$ cat config.mk
export PLATFORM = sky130hd
export DESIGN_NAME = uart_irq_host
export DESIGN_NICKNAME = d
export VERILOG_FILES = /design/src/rtl/uart_irq_pkg.sv /design/src/rtl/uart_irq_enable.sv /design/src/rtl/uart_irq_latch.sv /design/src/rtl/uart_irq_sources.sv /design/src/rtl/uart_irq_prio.sv /design/src/rtl/uart_irq_host.sv
export SDC_FILE = /design/constraint.sdc
export NUM_CORES = 1
export LEC_CHECK = 0
export BUFFER_PORTS_ARGS = -buffer_cell sky130_fd_sc_hd__clkbuf_2
export CORE_MARGIN = 1.5
export CORE_UTILIZATION = 45
export CTS_CLUSTER_DIAMETER = 120
export DETAILED_ROUTE_END_ITERATION = 16
export HOLD_SLACK_MARGIN = 0.05
export PLACE_DENSITY = 0.78
export SYNTH_ARGS = -nofsm -noshare
export SYNTH_HDL_FRONTEND = slang
export SYNTH_SLANG_ARGS = --single-unit
$ cat constraint.sdc
create_clock -name clk -period 1.7 [get_ports clk]
set_clock_uncertainty 0.05 [all_clocks]
set_input_delay 0.085 -clock clk [delete_from_list [all_inputs] [get_ports clk]]
set_output_delay 0.085 -clock clk [all_outputs]
set_load 0.01 [all_outputs]
$ cat src/rtl/uart_irq_pkg.sv
package uart_irq_pkg;

    localparam int EN_W       = 4;
    localparam int LSR_DR     = 0;
    localparam int LSR_ERR_LO = 1;
    localparam int LSR_ERR_HI = 4;
    localparam int LSR_THRE   = 5;
    localparam int MSR_LO     = 0;
    localparam int MSR_HI     = 3;

    // enable register bit positions
    localparam int EN_RX = 0;
    localparam int EN_TX = 1;
    localparam int EN_LS = 2;
    localparam int EN_MS = 3;

    typedef enum logic [1:0] {
        ID_MS = 2'b00,
        ID_TX = 2'b01,
        ID_RX = 2'b10,
        ID_LS = 2'b11
    } irq_id_e;

    typedef struct packed {
        logic ls;
        logic rx;
        logic tx;
        logic ms;
    } irq_vec_t;

    // low three bits of the identification register
    function automatic logic [2:0] iir_code(input irq_vec_t p);
        if (p.ls) return {ID_LS, 1'b0};
        if (p.rx) return {ID_RX, 1'b0};
        if (p.tx) return {ID_TX, 1'b0};
        if (p.ms) return {ID_MS, 1'b0};
        return 3'b001;
    endfunction

endpackage

$ cat src/rtl/uart_irq_enable.sv
module uart_irq_enable
    import uart_irq_pkg::*;
(
    input  logic            clk,
    input  logic            rst,
    input  logic            wr_en,
    input  logic [EN_W-1:0] wr_bits,
    output logic [EN_W-1:0] en,
    output logic [EN_W-1:0] en_rise
);

    logic [EN_W-1:0] en_q;

    always_ff @(posedge clk) begin
        if (rst)        en_q <= '0;
        else if (wr_en) en_q <= wr_bits;
    end

    assign en      = en_q;
    assign en_rise = wr_en ? (wr_bits & ~en_q) : '0;

endmodule

$ cat src/rtl/uart_irq_latch.sv
module uart_irq_latch (
    input  logic clk,
    input  logic rst,
    input  logic set,
    input  logic clr,
    output logic flag
);

    always_ff @(posedge clk) begin
        if (rst)      flag <= 1'b0;
        else if (set) flag <= 1'b1;
        else if (clr) flag <= 1'b0;
    end

endmodule

$ cat src/rtl/uart_irq_sources.sv
module uart_irq_sources
    import uart_irq_pkg::*;
#(
    parameter int DATA_W = 8
) (
    input  logic              clk,
    input  logic              rst,
    input  logic [DATA_W-1:0] lsr_in,
    input  logic [DATA_W-1:0] msr_in,
    input  logic [EN_W-1:0]   en,
    input  logic [EN_W-1:0]   en_rise,
    input  logic              thr_wr,
    input  logic              iir_rd_tx,
    input  logic              lsr_rd,
    input  logic              msr_rd,
    output irq_vec_t          pend
);

    localparam int N_LATCH = 3;
    localparam int IX_TX   = 0;
    localparam int IX_LS   = 1;
    localparam int IX_MS   = 2;

    logic [DATA_W-1:0]  lsr_q, msr_q;
    logic [N_LATCH-1:0] arm, clr, flag;
    logic               ms_any;

    always_ff @(posedge clk) begin
        if (rst) begin
            lsr_q <= '0;
            msr_q <= '0;
        end else begin
            lsr_q <= lsr_in;
            msr_q <= msr_in;
        end
    end

    assign ms_any = |msr_in[MSR_HI:MSR_LO];

    always_comb begin
        arm[IX_TX] = (lsr_in[LSR_THRE] & ~lsr_q[LSR_THRE])
                   | (en_rise[EN_TX] & lsr_in[LSR_THRE]);
        clr[IX_TX] = thr_wr | iir_rd_tx;

        arm[IX_LS] = en[EN_LS]
                   & (lsr_in[LSR_ERR_HI:LSR_ERR_LO] != lsr_q[LSR_ERR_HI:LSR_ERR_LO]);
        clr[IX_LS] = lsr_rd;

        arm[IX_MS] = (|(msr_in[MSR_HI:MSR_LO] & ~msr_q[MSR_HI:MSR_LO]))
                   | (en_rise[EN_MS] & ms_any);
        clr[IX_MS] = msr_rd;
    end

    for (genvar i = 0; i < N_LATCH; i++) begin : g_latch
        uart_irq_latch u_latch (
            .clk  (clk),
            .rst  (rst),
            .set  (arm[i]),
            .clr  (clr[i]),
            .flag (flag[i])
        );
    end

    always_comb begin
        pend.rx = en[EN_RX] & lsr_in[LSR_DR];
        pend.tx = flag[IX_TX] & en[EN_TX] & lsr_in[LSR_THRE];
        pend.ls = flag[IX_LS] & en[EN_LS];
        pend.ms = flag[IX_MS] & en[EN_MS] & ms_any;
    end

endmodule

$ cat src/rtl/uart_irq_prio.sv
module uart_irq_prio
    import uart_irq_pkg::*;
#(
    parameter int DATA_W = 8
) (
    input  irq_vec_t          pend,
    output logic [DATA_W-1:0] iir,
    output logic              any
);

    always_comb begin
        iir      = '0;
        iir[2:0] = iir_code(pend);
        any      = |pend;
    end

endmodule

$ cat src/rtl/uart_irq_host.sv
module uart_irq_host
    import uart_irq_pkg::*;
#(
    parameter int DATA_W = 8,
    parameter int ADDR_W = 3,
    parameter int A_DATA = 0,
    parameter int A_IER  = 1,
    parameter int A_IIR  = 2,
    parameter int A_LSR  = 5,
    parameter int A_MSR  = 6
) (
    input  logic              clk,
    input  logic              rst,
    input  logic              cs,
    input  logic              rd,
    input  logic              wr,
    input  logic [ADDR_W-1:0] addr,
    input  logic              dlab,
    input  logic [DATA_W-1:0] wdata,
    output logic [DATA_W-1:0] rdata,
    input  logic [DATA_W-1:0] lsr_in,
    input  logic [DATA_W-1:0] msr_in,
    output logic              host_irq
);

    localparam logic [ADDR_W-1:0] AD_DATA = ADDR_W'(A_DATA);
    localparam logic [ADDR_W-1:0] AD_IER  = ADDR_W'(A_IER);
    localparam logic [ADDR_W-1:0] AD_IIR  = ADDR_W'(A_IIR);
    localparam logic [ADDR_W-1:0] AD_LSR  = ADDR_W'(A_LSR);
    localparam logic [ADDR_W-1:0] AD_MSR  = ADDR_W'(A_MSR);
    localparam logic [2:0]        TX_CODE = {ID_TX, 1'b0};

    logic              rd_cyc, wr_cyc;
    logic              ier_wr, thr_wr, iir_rd, lsr_rd, msr_rd, iir_rd_tx;
    logic [EN_W-1:0]   ier_q, ier_rise;
    irq_vec_t          pend;
    logic [DATA_W-1:0] iir;
    logic              any;

    assign rd_cyc = cs & rd;
    assign wr_cyc = cs & wr;

    assign ier_wr    = wr_cyc & (addr == AD_IER)  & ~dlab;
    assign thr_wr    = wr_cyc & (addr == AD_DATA) & ~dlab;
    assign iir_rd    = rd_cyc & (addr == AD_IIR);
    assign lsr_rd    = rd_cyc & (addr == AD_LSR);
    assign msr_rd    = rd_cyc & (addr == AD_MSR);
    assign iir_rd_tx = iir_rd & (iir[2:0] == TX_CODE);

    uart_irq_enable u_enable (
        .clk     (clk),
        .rst     (rst),
        .wr_en   (ier_wr),
        .wr_bits (wdata[EN_W-1:0]),
        .en      (ier_q),
        .en_rise (ier_rise)
    );

    uart_irq_sources #(.DATA_W(DATA_W)) u_sources (
        .clk       (clk),
        .rst       (rst),
        .lsr_in    (lsr_in),
        .msr_in    (msr_in),
        .en        (ier_q),
        .en_rise   (ier_rise),
        .thr_wr    (thr_wr),
        .iir_rd_tx (iir_rd_tx),
        .lsr_rd    (lsr_rd),
        .msr_rd    (msr_rd),
        .pend      (pend)
    );

    uart_irq_prio #(.DATA_W(DATA_W)) u_prio (
        .pend (pend),
        .iir  (iir),
        .any  (any)
    );

    assign host_irq = any;

    always_comb begin
        rdata = '0;
        if (rd_cyc) begin
            unique case (addr)
                AD_IER:  if (!dlab) rdata[EN_W-1:0] = ier_q;
                AD_IIR:  rdata = iir;
                AD_LSR:  rdata = lsr_in;
                AD_MSR:  rdata = msr_in;
                default: rdata = '0;
            endcase
        end
    end

endmodule

=== Yosys cells after proc, flatten, opt, wreduce, memory -nomap -nowiden ===
Cells that the tools add are included.

* Register bits after elaboration: 17
* Output and inout bits: 9
* Word-level logic and storage cells: 77

* Reductions and logical operators: 7
* Muxes and demuxes: 29
* Equality and inequality tests: 6
* Bitwise operators: 29

{| class="wikitable"
|+ Operator list
! kind !! count
|-
| $mux 3 || 8
|-
| $and 1x1->1 || 20
|-
| $mux 1 || 16
|-
| $pmux 4 s4 || 1
|-
| $reduce_or 4->1 || 3
|-
| $and 4x4->4 || 2
|-
| $mux 4 || 2
|-
| $mux 8 || 1
|-
| $not 4->4 || 2
|-
| $pmux 4 s2 || 1
|-
| $eq 3x2->1 const B || 2
|-
| $eq 3x3->1 const B || 2
|-
| $reduce_bool 2->1 || 3
|-
| $ne 4x4->1 || 1
|-
| $eq 3x1->1 const B || 1
|-
| $logic_not 3->1 || 1
|-
| $or 1x1->1 || 3
|-
| $not 1->1 || 2
|}

=== Depth between registers and ports, before layout ===
* Depth after elaboration: 17
* Gate-level depth with buffers: 5

=== Cells and area by module ===
Synthesis repeated with hierarchy kept, for this count alone.

* Cells, all modules: 131
* Area, all modules: 1084.8 um^2

{| class="wikitable"
|+ Modules (own cells, without submodules)
! module !! area an instance (um^2) !! sequential area each (um^2) !! cells each !! times used
|-
| uart_irq_sources || 357.8 || 180.2 || 38 || 1
|-
| uart_irq_host || 347.8 || 0.0 || 52 || 1
|-
| uart_irq_enable || 188.9 || 80.1 || 18 || 1
|-
| uart_irq_latch || 38.8 || 20.0 || 4 || 3
|-
| uart_irq_prio || 73.8 || 0.0 || 11 || 1
|}

=== Worst setup path before layout ===
No wires, ideal clock.

* Path kind: in2out
* Start point: in msr_in[3]
* End point: out rdata[0]
* Setup slack: 100 ps
* Stages on the path: 4
* Path buffers: 0
* Data arrival time: 1465 ps
* Path through: or4_4 > a311o_1 > or3_1 > o211ai_1

* Cells in the longest elaborated chain, start to end: 12

{| class="wikitable"
|+ RTL lines
! element !! RTL line !! RTL
|-
| start: declaration || uart_irq_host.sv:22 || <nowiki>input logic [DATA_W-1:0] msr_in,</nowiki>
|-
| $reduce_or 4->1 (*) || uart_irq_sources.sv:38 || <nowiki>assign ms_any = |msr_in[MSR_HI:MSR_LO];</nowiki>
|-
| $and 1x1->1 (*) || uart_irq_sources.sv:68 || <nowiki>pend.ms = flag[IX_MS] & en[EN_MS] & ms_any;</nowiki>
|-
| $mux 1 (2 in series) || uart_irq_pkg.sv:36 || <nowiki>if (p.ms) return {ID_MS, 1'b0};</nowiki>
|-
| $mux 1 || uart_irq_pkg.sv:35 || <nowiki>if (p.tx) return {ID_TX, 1'b0};</nowiki>
|-
| $mux 1 || uart_irq_pkg.sv:34 || <nowiki>if (p.rx) return {ID_RX, 1'b0};</nowiki>
|-
| $mux 3 (*) || uart_irq_pkg.sv:37 || <nowiki>return 3'b001;</nowiki>
|-
| $mux 3 (*) || uart_irq_pkg.sv:36 ||
|-
| $mux 3 (*) || uart_irq_pkg.sv:35 ||
|-
| $mux 3 (*) || uart_irq_pkg.sv:34 ||
|-
| $pmux 4 s4 (*) || uart_irq_host.sv:84 || <nowiki>unique case (addr)</nowiki>
|-
| $mux 8 (*) || uart_irq_host.sv:83 || <nowiki>if (rd_cyc) begin</nowiki>
|-
| end: declaration || uart_irq_host.sv:20 || <nowiki>output logic [DATA_W-1:0] rdata,</nowiki>
|}

Every way passes the cells marked *; elsewhere a longest branch is shown, timed or not. The select of a mux whose other input is x is not followed.

=== Final worst setup path ===
* Start point: reg u_sources.g_latch[1].u_latch.flag
* End point: out rdata[0]

* Cells in the longest elaborated chain, start to end: 5

{| class="wikitable"
|+ RTL lines
! element !! RTL line !! RTL
|-
| start: declaration || uart_irq_latch.sv:6 || <nowiki>output logic flag</nowiki>
|-
| start signal: assignment || uart_irq_latch.sv:10 || <nowiki>if (rst) flag <= 1'b0;</nowiki>
|-
| start signal: assignment || uart_irq_latch.sv:11 || <nowiki>else if (set) flag <= 1'b1;</nowiki>
|-
| start signal: assignment || uart_irq_latch.sv:12 || <nowiki>else if (clr) flag <= 1'b0;</nowiki>
|-
| $and 1x1->1 || uart_irq_sources.sv:67 || <nowiki>pend.ls = flag[IX_LS] & en[EN_LS];</nowiki>
|-
| $mux 1 || uart_irq_pkg.sv:33 || <nowiki>if (p.ls) return {ID_LS, 1'b0};</nowiki>
|-
| $mux 3 || uart_irq_pkg.sv:34 ||
|-
| $pmux 4 s4 || uart_irq_host.sv:84 ||
|-
| $mux 8 || uart_irq_host.sv:83 ||
|}

No other way between the ends.

==> flow_metrics.env <==
export IMPL_fill_cells=147
export IMPL_synthFlopType="dfxtp_1"
export IMPL_dp_slack_ps=-85.09
export IMPL_grt_max_degree=17
export IMPL_clock_latency_ps=280
export IMPL_run_status="finished with violations"
export IMPL_pin_count=42
export IMPL_ys_seq_elements=16
export IMPL_layout_setup_ws_ps=-158.0
export IMPL_startpoint_type="flip-flop"
export IMPL_drive_above_1_share_pct=34.97
export IMPL_p_leak_nw=0.5683
export IMPL_dpl_cell_area_sq_mm=0.001164
export IMPL_die_w_microns=47.31
export IMPL_switchingPower_mw=0.1899
export IMPL_syn_num_nets=139
export IMPL_via_per_inst=5.319
export IMPL_synth_xor_area_share_pct=3.966
export IMPL_synth_top_family_by_area="simple AND/OR/NAND/NOR gates"
export IMPL_arrival_ps=1720
export IMPL_ctsHtreeMaxLevel=1
export IMPL_finalInstanceArea_sq_mm=0.001290
export IMPL_ir_worst_vdd_mv=0.4450
export IMPL_fmax_mhz=538.2
export IMPL_seq_area_sq_um=322.8
export IMPL_synthAdderAreaFrac_pct=0
export IMPL_antenna_found_initial=0
export IMPL_root_buffer="clkbuf_4"
export IMPL_wirelength_microns=2264
export IMPL_clockPowerShare_pct=25.5
export IMPL_worstPathMaxFanout=3
export IMPL_tritoncts="yes"
export IMPL_nNetsFinal=198
export IMPL_grt_overflow_total=0
export IMPL_slew_headroom_pct=70.25
export IMPL_fin_hold_ws_ps=63.71
export IMPL_groute_usage_overall_pct=22.84
export IMPL_rows=15
export IMPL_critPathTopFamily="compound AO/OA/AOI/OAI gates"
export IMPL_cts_num_sinks=16
export IMPL_synthToLayoutAreaGrowth_pct=46.03
export IMPL_synth_compound_area_share_pct=22.80
export IMPL_pwr_density_cell_mw_per_mm2=578.6
export IMPL_synth_edf_count=0
export IMPL_synth_simple_area_share_pct=29.04
export IMPL_violations="setup timing"
export IMPL_postSynthAreaPerCell_sq_um=8.333
export IMPL_rr_worst_depth=4
export IMPL_cts_max_path_buffers=2
export IMPL_syn_instance_count=106
export IMPL_first_pass_iters=4
export IMPL_fin_util_pct=72.35
export IMPL_crit_buf_inv=1
export IMPL_initial_core_util_pct=49.54
export IMPL_crit_path_cell_trace="a22o_1 > a311o_1 > or3_1 > o211ai_1 > buf_2"
export IMPL_multi_input_area_sq_um=536.8
export IMPL_cts_clk_slew_worst_paths_ps=80
export IMPL_syn_cell_area_sq_um=883.3
export IMPL_synthMuxAreaShare_pct=4.533
export IMPL_drv_slew=0
export IMPL_async_flop_share_pct=0
export IMPL_rsz0062_at_grt="yes"
export IMPL_antenna_cells=0
export IMPL_place_gp_congestion=0.8843
export IMPL_grt_pass1_vias=864
export IMPL_cpMaxStageDelayCell="dfxtp_2"
export IMPL_die_area_sq_mm=0.002238
export IMPL_p_seq_share_pct=53.1
export IMPL_hold_depth=3
export IMPL_worst_setup_path_type="reg2out"
export IMPL_min_period_ps=1858
export IMPL_numCtsBuffers=3
export IMPL_sw_frac_of_total_pct=25.44
export IMPL_maxCapViolCount=0
export IMPL_fin_crit_sh_pct=109.3
export IMPL_yosysSeqAreaShare_pct=36.26
export IMPL_p_int_mw=0.5565
export IMPL_instances_no_fill=188
export IMPL_worstPathRequired_ps=1560
export IMPL_vias=1000
export IMPL_die_height_microns=47.31
export IMPL_placedCellCount=175
export IMPL_setup_violations_final=1
export IMPL_grt_pass1_wl_microns=3581
export IMPL_critical_path_depth=5
export IMPL_dp_hpwl_microns=1745
export IMPL_critPathMaxStageDelay_ps=340
export IMPL_tightest_slew_ps=435.0
export IMPL_core_sq_mm=0.001783
export IMPL_synth_distinct_cells=33
export IMPL_port_buffers=37
export IMPL_ys_warnings_count=0
export IMPL_ant_nets=0
export IMPL_route_detailed_drc=0
export IMPL_drt_initial_drc_count=23
export IMPL_avgRoutedWirePerCell_microns=12.04
export IMPL_critPathCaptureType="primary output"
export IMPL_comb_power_share_pct=21.4
export IMPL_hold_viol_final=0
export IMPL_hold_path_class="in2reg"
==> flip-flops by register name, summed over array words and instances, names as in the netlist <==
register,count
u_sources.g_latch.u_latch.flag,3
u_enable.en,4
u_sources.lsr_q,5
u_sources.msr_q,4
==> through the flow <==
step / TNS, ps / total power, mW
finish: -158.0 / 0.7464
global route: -249.1 / 0.7939
detailed placement: -85.09 / 0.5475
floorplan: 0 / 0.4710
CTS: -161.6 / 0.7543
global placement: -79.99 / 0.5437
==> worst register-to-register path, stage by stage, from the launching register on <==
cell     delay, ps
dfxtp_2        340
a22o_1         240
nor2_1         160
a31o_2         170
a31oi_1         70
==> repair_timing <==
action                                 in CTS  in global routing
hold buffers                                9                  0
resized for setup                           3                  1
setup endpoints to repair                   1                  2
endpoints found under the hold margin      11                  0
buffers inserted                            1                  0
==> cells by family (layout without fill, tap and decap cells) <==
kind of cell / after synthesis / count (layout)
compound gates: 28 / 28
buf+inv: 8 / 65
mux: 4 / 4
simple gates: 46 / 46
xor+xnor: 4 / 4
flops: 16 / 16
==> worst paths after layout <==
check / startpoint / end / slack, ps
worst max-delay path: u_sources.g_latch[1].u_latch.flag / rdata[0] / -160
worst min-delay path: lsr_in[5] / u_sources.g_latch[0].u_latch.flag / 60
worst max register to register: u_sources.g_latch[1].u_latch.flag / u_sources.g_latch[0].u_latch.flag / 550
worst min register to register: u_sources.lsr_q[5] / u_sources.g_latch[0].u_latch.flag / 470
==> cell usage after synthesis (3+ instances only) <==
library cell	n	share of area (%)
a21oi_1	4	2.3
a22oi_1	4	3.4
clkbuf_1	3	1.3
dfxtp_1	16	36
inv_1	5	2.1
mux2i_1	4	4.5
nand2_1	4	1.7
nand2b_1	3	2.1
nor2_1	16	6.8
nor2b_1	11	7.8
o21ai_0	3	1.7
o22ai_1	3	2.1
xor2_1	4	4.0
==> power groups by stage <==
| stage | sequential (mW) | clock [mW] | combinational, mW |
|---|---|---|---|
| 6_report | 0.396 | 0.190 | 0.160 |
| 5_1_grt | 0.398 | 0.218 | 0.178 |
| 4_1_cts | 0.397 | 0.198 | 0.159 |
| 3_5_place_dp | 0.405 | 0 | 0.142 |
| 3_3_place_gp | 0.405 | 0 | 0.139 |
| 2_1_floorplan | 0.404 | 0 | 0.0674 |
==> cell type report <==
class	count	share of cell area, %
flip-flops and latches	16	25.02
clock buffers	3	1.746
inverters	5	1.455
repair buffers	57	27.74
well taps	25	2.425
multi-input cells	82	41.61
==> per-layer routing <==
metal,GRT usage (%),share of wire [%],vias to the layer above
met1,29.56,44,454
met3,8.462,6.0,4
met4,6.667,1.1,0
li1,-,-,506
met5,0,0,-
met2,35.41,49,36
==> cell usage in the layout, fill, tap and decap left out, types with 2 or more instances in the layout <==
master          n
a21oi_1         4
a221oi_1        2
a22oi_1         4
a31oi_1         2
buf_4          11
clkbuf_2       36
clkbuf_4        3
dfxtp_1        14
dfxtp_2         2
dlygate4sd3_1   9
inv_1           5
mux2i_1         4
nand2_1         4
nand2b_1        3
nand3_1         2
nand4b_1        2
nor2_1         16
nor2b_1        11
nor3b_1         2
o21ai_0         3
o22ai_1         3
o41ai_1         2
xor2_1          4
No activity file was read; power rests on OpenSTA's default activity.
